**config.mk**
```make
export PLATFORM = sky130hd
export DESIGN_NAME = burst_addr_gen
export DESIGN_NICKNAME = d
export VERILOG_FILES = /design/src/rtl/bag_pkg.sv /design/src/rtl/bag_start_decode.sv /design/src/rtl/bag_counter.sv /design/src/rtl/bag_seq_map.sv /design/src/rtl/burst_addr_gen.sv
export SDC_FILE = /design/constraint.sdc
export NUM_CORES = 1
export LEC_CHECK = 0
export ABC_AREA = 1
export BUFFER_PORTS_ARGS = -buffer_cell sky130_fd_sc_hd__buf_2
export CAP_MARGIN = 10
export CORE_MARGIN = 5
export CORE_UTILIZATION = 54
export CTS_BUF_LIST = sky130_fd_sc_hd__clkbuf_4 sky130_fd_sc_hd__clkbuf_8
export DETAILED_ROUTE_END_ITERATION = 8
export HOLD_SLACK_MARGIN = 0.15
export PLACE_DENSITY = 0.94
export SYNTH_ARGS = -nofsm -noshare
export SYNTH_HDL_FRONTEND = slang
export SYNTH_HIERARCHICAL = 1
export SYNTH_SLANG_ARGS = --single-unit
export TNS_END_PERCENT = 50
```
**constraint.sdc**
```tcl
create_clock -name clk_i -period 2.1 [get_ports clk_i]
set_clock_uncertainty 0.2 [all_clocks]
set_input_delay 0.42 -clock clk_i [delete_from_list [all_inputs] [get_ports clk_i]]
set_output_delay 0.42 -clock clk_i [all_outputs]
set_load 0.005 [all_outputs]
```
**src/rtl/bag_pkg.sv**
```systemverilog
package bag_pkg;
  typedef enum logic {
    SEQ_LINEAR     = 1'b0,
    SEQ_INTERLEAVE = 1'b1
  } seq_mode_e;

  typedef enum logic [1:0] {
    ACT_HOLD = 2'd0,
    ACT_LOAD = 2'd1,
    ACT_STEP = 2'd2
  } bag_act_e;
endpackage

```
**src/rtl/bag_start_decode.sv**
```systemverilog
module bag_start_decode
  import bag_pkg::*;
(
  input  logic     cpu_start_ni,
  input  logic     ctl_start_ni,
  input  logic     chip_sel_ni,
  input  logic     step_ni,
  output bag_act_e act_o
);
  logic cpu_load, ctl_load;

  assign cpu_load = !cpu_start_ni && !chip_sel_ni;
  assign ctl_load = !ctl_start_ni;

  // load beats step
  always_comb begin
    if (cpu_load || ctl_load) act_o = ACT_LOAD;
    else if (!step_ni)        act_o = ACT_STEP;
    else                      act_o = ACT_HOLD;
  end
endmodule

```
**src/rtl/bag_counter.sv**
```systemverilog
module bag_counter
  import bag_pkg::*;
#(
  parameter int unsigned BURST_W = 2
) (
  input  logic               clk_i,
  input  logic               rst_ni,
  input  bag_act_e           act_i,
  output logic [BURST_W-1:0] cnt_nxt_o
);
  logic [BURST_W-1:0] cnt_q;

  assign cnt_nxt_o = cnt_q + BURST_W'(1);

  always_ff @(posedge clk_i or negedge rst_ni) begin
    if (!rst_ni)                cnt_q <= '0;
    else if (act_i == ACT_LOAD) cnt_q <= '0;
    else if (act_i == ACT_STEP) cnt_q <= cnt_nxt_o;
  end

  // load restarts the index at zero
  a_r9_load_clears_idx: assert property (@(posedge clk_i) disable iff (!rst_ni)
    (act_i == ACT_LOAD) |=> (cnt_q == '0));
endmodule

```
**src/rtl/bag_seq_map.sv**
```systemverilog
module bag_seq_map
  import bag_pkg::*;
#(
  parameter int unsigned BURST_W = 2
) (
  input  logic [BURST_W-1:0] base_i,
  input  logic [BURST_W-1:0] idx_i,
  input  seq_mode_e          mode_i,
  output logic [BURST_W-1:0] lo_o
);
  logic [BURST_W-1:0] lin, ilv;

  assign lin = base_i + idx_i;

  for (genvar b = 0; b < BURST_W; b++) begin : g_ilv
    assign ilv[b] = base_i[b] ^ idx_i[b];
  end

  assign lo_o = (mode_i == SEQ_INTERLEAVE) ? ilv : lin;
endmodule

```
**src/rtl/burst_addr_gen.sv**
```systemverilog
module burst_addr_gen
  import bag_pkg::*;
#(
  parameter int unsigned ADDR_W  = 18,
  parameter int unsigned BURST_W = 2
) (
  input  logic              clk_i,
  input  logic              rst_ni,
  input  logic [ADDR_W-1:0] addr_i,
  input  logic              cpu_start_ni,
  input  logic              ctl_start_ni,
  input  logic              chip_sel_ni,
  input  logic              step_ni,
  input  logic              seq_mode_i,
  output logic [ADDR_W-1:0] addr_o
);
  localparam int unsigned HI_W = ADDR_W - BURST_W;

  bag_act_e           act;
  logic [BURST_W-1:0] idx_nxt, lo_nxt, base_lo_q;
  logic [ADDR_W-1:0]  addr_q;
  seq_mode_e          mode;

  assign mode = seq_mode_e'(seq_mode_i);

  bag_start_decode u_dec (
    .cpu_start_ni (cpu_start_ni),
    .ctl_start_ni (ctl_start_ni),
    .chip_sel_ni  (chip_sel_ni),
    .step_ni      (step_ni),
    .act_o        (act)
  );

  bag_counter #(.BURST_W(BURST_W)) u_cnt (
    .clk_i     (clk_i),
    .rst_ni    (rst_ni),
    .act_i     (act),
    .cnt_nxt_o (idx_nxt)
  );

  bag_seq_map #(.BURST_W(BURST_W)) u_map (
    .base_i (base_lo_q),
    .idx_i  (idx_nxt),
    .mode_i (mode),
    .lo_o   (lo_nxt)
  );

  always_ff @(posedge clk_i or negedge rst_ni) begin
    if (!rst_ni) begin
      addr_q    <= '0;
      base_lo_q <= '0;
    end else if (act == ACT_LOAD) begin
      addr_q    <= addr_i;
      base_lo_q <= addr_i[BURST_W-1:0];
    end else if (act == ACT_STEP) begin
      addr_q[BURST_W-1:0] <= lo_nxt;
    end
  end

  assign addr_o = addr_q;

  a_r2_ctl_load: assert property (@(posedge clk_i) disable iff (!rst_ni)
    !ctl_start_ni |=> (addr_o == $past(addr_i)));

  a_r3_cpu_gated: assert property (@(posedge clk_i) disable iff (!rst_ni)
    (!cpu_start_ni && chip_sel_ni && ctl_start_ni && step_ni) |=> $stable(addr_o));

  a_r4_upper_fixed: assert property (@(posedge clk_i) disable iff (!rst_ni)
    (cpu_start_ni || chip_sel_ni) && ctl_start_ni |=> $stable(addr_o[ADDR_W-1:BURST_W]));

  a_r7_hold: assert property (@(posedge clk_i) disable iff (!rst_ni)
    ((cpu_start_ni || chip_sel_ni) && ctl_start_ni && step_ni) |=> $stable(addr_o));

  initial begin
    a_r1_width_ok: assert (HI_W > 0);
  end
endmodule

```
# After elaboration in Yosys (flattened, before gate mapping)
# Cells that the tools add are included.
# word_totals
out_inout_bits	18
inputBits	25
ff_bits	22
word_cells	23
# classes
n_bitwise	2
muxes	7
n_addsub	2
n_reduce_logical	6
n_eq_ne	2
# ops
op	n
$mux 2	7
$logic_not 1->1	3
$add 2x1->2 const B	1
$add 2x2->2	1
$eq 2x1->1 const B	1
$eq 2x2->1 const B	1
$reduce_bool 2->1	1
$xor 1x1->1	2
$logic_and 1x1->1	1
$logic_or 1x1->1	1

# Depth between registers and ports, before layout
# Gate-level depths: netlist of the first run.
# logic_depth
depth_word	7
depth_mapped	12
ltp_nobuf	12

# Cells and area by module
# The synthesis of the first run kept the hierarchy.
# by_module_without_submodules
module	area_each_um2	instances	cells_per_inst
burst_addr_gen	928.4	1	95
bag_counter	117.6	1	16
bag_seq_map	67.6	1	15
bag_start_decode	22.5	1	4

# Worst setup path after synthesis of the first run
# No wires, ideal clock.
# synth_path
path_kind	input -> register
start	input chip_sel_ni
end	register addr_q[10] (netlist: addr_o[10])
arrival_time_ns	1.239
cell_stages	5
setup_slack_ns	0.543
path_cell_list	o21ai_0 > ha_1 > buf_6 > buf_12 > o21ai_2
# synth_via
elab_chain_cells	5
# synth_rtl
element	line	rtl
from (decl)	burst_addr_gen.sv:12	input logic chip_sel_ni,
$logic_not 1->1	bag_start_decode.sv:12	assign cpu_load = !cpu_start_ni && !chip_sel_ni;
$logic_and 1x1->1	bag_start_decode.sv:12	
$logic_or 1x1->1	bag_start_decode.sv:17	if (cpu_load || ctl_load) act_o = ACT_LOAD;
$mux 2	bag_start_decode.sv:17	
$eq 2x1->1	burst_addr_gen.sv:52	end else if (act == ACT_LOAD) begin
to (signal assigned)	burst_addr_gen.sv:53	addr_q <= addr_i;
to (signal, indexed assignment)	burst_addr_gen.sv:56	addr_q[BURST_W-1:0] <= lo_nxt;
to (decl)	burst_addr_gen.sv:21	logic [ADDR_W-1:0] addr_q;
# Every way passes these cells.
# A chain may end at the register's enable or synchronous reset.

# Final worst setup path of the first run
# layout_path
start	register u_cnt.cnt_q[0]
end	register addr_q[1] (netlist: addr_o[1])
# layout_via
elab_chain_cells	5
word_cells_on_any_way	6
# layout_rtl
element	line	rtl
from (decl)	bag_counter.sv:11	logic [BURST_W-1:0] cnt_q;
from (signal assigned)	bag_counter.sv:18	else if (act_i == ACT_STEP) cnt_q <= cnt_nxt_o;
$add 2x1->2	bag_counter.sv:13	assign cnt_nxt_o = cnt_q + BURST_W'(1);
via idx_nxt[0]	burst_addr_gen.sv:20	logic [BURST_W-1:0] idx_nxt, lo_nxt, base_lo_q;
$add 2x2->2	bag_seq_map.sv:13	assign lin = base_i + idx_i;
$mux 2	bag_seq_map.sv:19	assign lo_o = (mode_i == SEQ_INTERLEAVE) ? ilv : lin;
via lo_nxt[1]	burst_addr_gen.sv:20	
$mux 2	burst_addr_gen.sv:55	end else if (act == ACT_STEP) begin
$mux 2	burst_addr_gen.sv:52	
# The timed path passes the listed nets, and every way through them passes these cells. The select of a mux whose other input is x is not followed.

==> out/results.tsv, run 1 <==
metric	value	unit
setup tns final	0	ps
HP Class	input port to flip-flop	
worst vdd ir	0.501	mV
Placer Congestion	0.706	
TritonCTS clock tree	yes	
Cells after Synth	130	
initial antenna violation count	0	
Inserted Clock Buffers	3	
#FFs+latches synth	22	
Total Routing Usage GR	0.200	
NumNets Final	219	
synthesis-to-layout area growth	36.1	%
setup bufs post-CTS	0	
DR vias	1070	
Post-DP HPWL	1.78	mm
Die W	55.9	um
Fmax achieved	645	MHz
Finished Core Util	0.780	
critical path fanouts, max	3	
Root Driver	clkbuf_4	
syn_nets	159	
port bufs	42	
WHS	136	ps
Detailed Route Iter0 Violations	17	
Critical Path RT	2110	ps
number of top-level pins	43	
diode count	0	
CTS resizes	0	
clk_lat worst skew	310	ps
ANT nets after route	0	
area of the core	1980	um2
Die H	55.9	um
vias in the first global route	1173	
die area	3120	um2
PD cells	763	nW/um2
Initial Util	0.573	
largest net degree at the start of global routing	37	
clock sinks	22	
Final setup viols	0	
Worst setup EP type	flip-flop	
Mapped Avg Cell Area	8.74	um2
Yosys warnings	6	
Distinct cells, synth	16	
leak pwr	0.869	nW
relative slew slack	0.673	
CTS H-tree depth	1	
Final period util	0.739	
first-pass GRT wire length	4.92	mm
clk buf depth	2	
actual slew at the worst max-slew pin	490	ps
Final Max Slew Viols	0	
Final Hold Viols	0	
DR pass1 iterations	4	
Worst Setup Start Kind	flip-flop	
drt via density	4.95	
drt drc	0	
reported max-cap violation count	0	
cell area after synthesis	1140	um2
WL per Instance	13.4	um
RSZ-0062 raised after global routing	no	
CP Data Arrival Time	1560	ps
DRT Wirelength	2.90	mm
post-synthesis sequential area ratio	0.485	
min Tclk post-route	1550	ps
num rows	16	
CTS clock-pin slew for the worst setup and hold paths	120	ps
layout cell share with drive strength beyond 1	0.339	
Worst Setup Path Type	flip-flop to flip-flop	
status	finished clean	
total grt overflow	0	
layer usage:
metal / track usage / vias up / share of wire
met5: 0 / - / 0
met4: 0.132 / 0 / 0.051
met3: 0.0394 / 18 / 0.058
met2: 0.385 / 49 / 0.56
met1: 0.187 / 492 / 0.33
li1: - / 511 / -
worst max-delay path, cell delays in order (launching register included):
cell and delay [ps]:
dfrtp_1 430, inv_2 90, nand2_2 50, and2_1 160, nand2_1 80, nand3_1 80
nand2_1 80, inv_1 40, inv_1 50, nand2_1 70, nand3_1 70, nand2_1 60
placed cells by master, fill, tap and decap left out:
master / netlist / layout
bufinv_16: 0 / 1
buf_2: 0 / 42
o21ai_0: 5 / 5
clkbuf_4: 0 / 3
dfrtp_1: 22 / 22
and2_1: 1 / 1
buf_12: 2 / 1
a21oi_2: 2 / 2
nor2_1: 5 / 5
nand2_2: 1 / 1
o21ai_2: 12 / 12
ha_1: 4 / 4
inv_2: 1 / 1
dlygate4sd3_1: 0 / 16
nand2_1: 36 / 36
inv_1: 31 / 31
nor3_2: 1 / 1
nand3_1: 5 / 5
metrics by stage:
stage | total power [mW] | setup slack [ps] | cell area, um2 | cells
after floorplan | 0.721 | 543 | 1140 | 130
after global placement | 0.802 | 356 | 1330 | 196
after detailed placement | 0.826 | 249 | 1330 | 196
after CTS | 1.17 | 568 | 1550 | 216
after global routing | 1.24 | 436 | 1550 | 216
final | 1.18 | 549 | 1550 | 216
path summary, 6_finish.rpt:
path                                start          to  slack (ps)  cells after the start
max                        u_cnt/cnt_q[0]   addr_o[1]         550                     11
min                            addr_i[17]  addr_o[17]         140                      3
max reg2reg                u_cnt/cnt_q[0]   addr_o[1]         550                     11
min reg2reg                     addr_o[1]   addr_o[1]         320                      2
max in group asynchronous          rst_ni   addr_o[6]         980                      2
min in group asynchronous          rst_ni  addr_o[12]         380                      2
state kept, by name, indices dropped and copies added (netlist names):
signal,cells
addr_o,18
base_lo_q,2
u_cnt/cnt_q,2
cell families after synthesis:
group	count (synthesis)	share of synthesized area
AND/OR/NAND/NOR	49	0.177
buffers and inverters	36	0.164
flip-flops	22	0.485
AO/OA/AOI/OAI	19	0.130
adder cells (fa/ha/maj)	4	0.0441
report_power, final:
group | internal (mW) | switching [mW] | leakage, nW
registers | 0.486 | 0.0387 | 0.266
logic | 0.147 | 0.183 | 0.575
clock network | 0.193 | 0.133 | 0.0279
total | 0.826 | 0.355 | 0.869
cell type report:
class | count | area [um2]
sequential | 22 | 551
clock inverter | 1 | 30.0
multi-input combinational | 72 | 399
fill | 131 | 435
timing repair buffer | 59 | 390
clock buffer | 3 | 22.5
inverter | 32 | 120
tap | 27 | 33.8
timing repair:
action	4_1_cts	5_1_grt
endpoints found under the hold margin	37	0
endpoints found under the setup margin	0	0
hold buffers	16	0
Yosys cell counts (all sizes together):
cell   number  area, um2
nor2        5       18.8
nand2      37        141
nand3       5       25.0
o21ai      17        130
ha          4       50.1
a21oi       2       17.5
buf         4       66.3
nor3        1       10.0
and2        1       6.26
dfrtp      22        551
inv        32        120
(Power assumes the default switching activity.)
==> run 2, diff against run 1 <==
--- a/config.mk
+++ b/config.mk
@@ -5,15 +5,15 @@
 export SDC_FILE = /design/constraint.sdc
 export NUM_CORES = 1
 export LEC_CHECK = 0
-export ABC_AREA = 1
+export ABC_AREA = 0
 export BUFFER_PORTS_ARGS = -buffer_cell sky130_fd_sc_hd__buf_2
 export CAP_MARGIN = 10
 export CORE_MARGIN = 5
-export CORE_UTILIZATION = 54
+export CORE_UTILIZATION = 48
 export CTS_BUF_LIST = sky130_fd_sc_hd__clkbuf_4 sky130_fd_sc_hd__clkbuf_8
 export DETAILED_ROUTE_END_ITERATION = 8
 export HOLD_SLACK_MARGIN = 0.15
-export PLACE_DENSITY = 0.94
+export PLACE_DENSITY = 0.87
 export SYNTH_ARGS = -nofsm -noshare
 export SYNTH_HDL_FRONTEND = slang
 export SYNTH_HIERARCHICAL = 1
==> constraint.sdc (replaced) <==
create_clock -name clk_i -period 1.58 [get_ports clk_i]
set_clock_uncertainty 0.2 [all_clocks]
set_input_delay 0.316 -clock clk_i [delete_from_list [all_inputs] [get_ports clk_i]]
set_output_delay 0.316 -clock clk_i [all_outputs]
set_load 0.005 [all_outputs]
==> run 2 against run 1 <==
Synthesized cell count decreased by 49%. First-iteration DRC count decreased by 41%. Global-route usage decreased by 3.8 points. Area after synthesis decreased by 10%. Critical path depth decreased by 4. Total power increased by 35%. Via count decreased by 30%. Utilization decreased by 2.0 points. Critical path type is now input port to flip-flop.
==> out/results.tsv, run 2 <==
metric	value	unit	change
Multi-input gate area	437	um2	was 399 um2
post-synthesis sequential area ratio	0.540		was 0.485
leak pwr	0.760	nW	was 0.869 nW
Sequential Area	552	um2	was 551 um2
Final Hold Viols	0		unchanged
setup tns final	0	ps	unchanged
EDFF count, synth	0		unchanged
Critical Path RT	1590	ps	was 2110 ps
relative slew slack	0.686		was 0.673
clk buf depth	2		unchanged
Final Max Slew Viols	0		unchanged
diode count	0		unchanged
Power Internal	1.19	mW	was 0.826 mW
Top FF cell, synth	dfrtp_1		unchanged
Worst Setup Start Kind	input port		was flip-flop
first-pass GRT wire length	3.93	mm	was 4.92 mm
WL met2	1.22	mm	was 1.61 mm
critical path fanouts, max	18		was 3
worst-path cell chain	buf_2 > o21ai_4 > nor2_1 > inv_1 > ha_1 > buf_12 > mux2_2		was inv_2 > nand2_2 > and2_1 > nand2_1 > nand3_1 > nand2_1 > inv_1 > inv_1 > nand2_1 > nand3_1 > nand2_1
Yosys warnings	6		unchanged
#FFs+latches synth	22		unchanged
area fraction of the dominant cell type after synthesis	0.540		was 0.485
Mapped Avg Cell Area	15.5	um2	was 8.74 um2
die area	3150	um2	was 3120 um2
largest net degree at the start of global routing	23		was 37
most common cell in the netlist	dfrtp_1		was nand2_1
commonest non-fill, non-tap cell in the layout	buf_2		unchanged
DR WL met3	106	um	was 169 um
initial antenna violation count	0		unchanged
synthesis-to-layout area growth	49.2	%	was 36.1%
PD cells	1050	nW/um2	was 763 nW/um2
drt drc	0		unchanged
number of top-level pins	43		unchanged
status	finished clean		unchanged
Post-DP HPWL	1.55	mm	was 1.78 mm
Inserted Clock Buffers	3		unchanged
min Tclk post-route	1460	ps	
Distinct cells, synth	20		was 16
Sw Pwr	0.403	mW	was 0.355 mW
switch share	0.254		was 0.300
Worst setup EP type	flip-flop		unchanged
DRT Wirelength	2.28	mm	was 2.90 mm
sequential power share	0.455		was 0.444
cell area after synthesis	1020	um2	was 1140 um2
clk_lat worst skew	310	ps	about the same
CP Data Arrival Time	1470	ps	was 1560 ps
NumNets Final	162		was 219
drt via density	4.72		was 4.95
syn_nets	95		was 159
Clk pwr share	0.269		was 0.276
ANT nets after route	0		unchanged
Filler cells	123		was 131
DR vias	750		was 1070
Die H	56.1	um	was 55.9 um
Finished Core Util	0.760		was 0.780
TritonCTS clock tree	yes		unchanged
num rows	16		unchanged
Placer Congestion	0.711		was 0.706
port bufs	42		unchanged
Initial Util	0.509		was 0.573
Area contributors post-synth	dfrtp_1, mux2_4, mux2_2		was dfrtp_1, nand2_1, inv_1
Total Routing Usage GR	0.162		was 0.200
commonest cells after routing, fill and taps aside	buf_2, dfrtp_1, dlygate4sd3_1		was buf_2, nand2_1, inv_1
WHS	263	ps	was 136 ps
CTS clock-pin slew for the worst setup and hold paths	120	ps	about the same
critical path's slowest cell	mux2_2		was dfrtp_1
Final period util	0.923		
Cells after Synth	66		was 130
Die W	56.1	um	was 55.9 um
number of flip-flops in the largest register	18		unchanged
Worst Setup Path Type	input port to flip-flop		was flip-flop to flip-flop
HP Class	input port to flip-flop		unchanged
top cells by count, synth	dfrtp_1, mux2_4, mux2_2, ha_1, inv_1		was nand2_1, inv_1, dfrtp_1, o21ai_2
reported max-cap violation count	0		unchanged
Metal-1 WL	941	um	was 970 um
total grt overflow	0		unchanged
vias in the first global route	797		was 1173
actual slew at the worst max-slew pin	471	ps	was 490 ps
WP buf/inv	3		unchanged
clock sinks	22		unchanged
Worst path max stage delay	350	ps	was 430 ps
Yosys top cell by area	dfrtp_1		unchanged
RSZ-0062 raised after global routing	no		unchanged
Fmax achieved	686	MHz	
worst vdd ir	0.624	mV	was 0.501 mV
Detailed Route Iter0 Violations	10		was 17
DR pass1 iterations	4		unchanged
area of the core	2000	um2	was 1980 um2
CTS H-tree depth	1		unchanged
ys async rst share	1.00		unchanged
Top Family by Delay on Critical Path	buffers and inverters		was simple AND/OR/NAND/NOR gates
setup bufs post-CTS	0		unchanged
Gate power share	0.275		was 0.279
Root Driver	clkbuf_4		unchanged
Final setup viols	0		unchanged
layout cell share with drive strength beyond 1	0.545		was 0.339
WL per Instance	14.3	um	was 13.4 um
Top Layer Used	met4		unchanged
-- run 2: cell count changes after synthesis, moves of 2 or more --
cell / before / now
nand2_1: 36 / 2
xnor2_1: 0 / 2
nor2_1: 5 / 1
mux2_2: 0 / 8
o21ai_2: 12 / 1
mux2_4: 0 / 10
mux2i_1: 0 / 2
a21oi_2: 2 / 0
inv_1: 31 / 3
o21ai_0: 5 / 2
nand3_1: 5 / 0
-- run 2: cells by family after synthesis --
family,share of synthesized area
multiplexers,0.255
flip-flops,0.540
buffers and inverters,0.0417
XOR/XNOR,0.0258
AO/OA/AOI/OAI,0.0356
adder cells (fa/ha/maj),0.0491
AND/OR/NAND/NOR,0.0528
-- run 2: worst reg2reg max path, stage by stage, from the launching register on --
cell and delay, ps:
dfrtp_2 440, inv_1 60, ha_1 170, nor2b_2 150
xnor2_1 120, mux2i_1 140, o21ai_1 70
-- run 2: stage by stage --
stage	instance area (um2)	power, mW	instances	worst slack (ps)
after floorplan	1030	0.978	66	-57.6
after global placement	1270	1.11	136	-158
after detailed placement	1270	1.13	136	-227
after CTS	1520	1.60	159	90.2
after global routing	1520	1.69	159	27.0
final	1520	1.59	159	122
-- run 2: repair_timing --
action                     CTS  global route
hold endpoints to repair    42             0
hold buffers                19             0
setup endpoints to repair    0             1
gates resized for setup      0             3
-- run 2: layout make-up --
| cell class | instances | share of cell area |
|---|---|---|
| clock buffers | 3 | 0.0148 |
| repair buffers | 64 | 0.286 |
| well taps | 27 | 0.0222 |
| inverters | 3 | 0.00740 |
| flip-flops and latches | 22 | 0.363 |
| clock inverters | 1 | 0.0197 |
| multi-input cells | 39 | 0.287 |
-- run 2: metal layers --
metal,up-vias,global-route usage
met5,-,0
met4,0,0.0610
met3,2,0.0278
met2,22,0.277
met1,363,0.202
li1,363,-
-- run 2: power groups by stage --
stage,sequential [mW],combinational (mW),clock (mW)
2_1_floorplan,0.735,0.242,0
3_3_place_gp,0.727,0.386,0
3_5_place_dp,0.735,0.399,0
4_1_cts,0.724,0.438,0.435
5_1_grt,0.739,0.481,0.467
6_report,0.724,0.438,0.428
-- run 2: final timing paths --
kind | endpoint | slack [ps] | cells after the start | start
worst min register to register | addr_o[0] | 300 | 2 | addr_o[0]
worst max register to register | addr_o[1] | 130 | 6 | u_cnt/cnt_q[0]
min in group asynchronous | addr_o[0] | 280 | 2 | rst_ni
worst max-delay path | addr_o[14] | 120 | 7 | chip_sel_ni
max in group asynchronous | u_cnt/cnt_q[0] | 560 | 2 | rst_ni
worst min-delay path | addr_o[1] | 260 | 5 | seq_mode_i
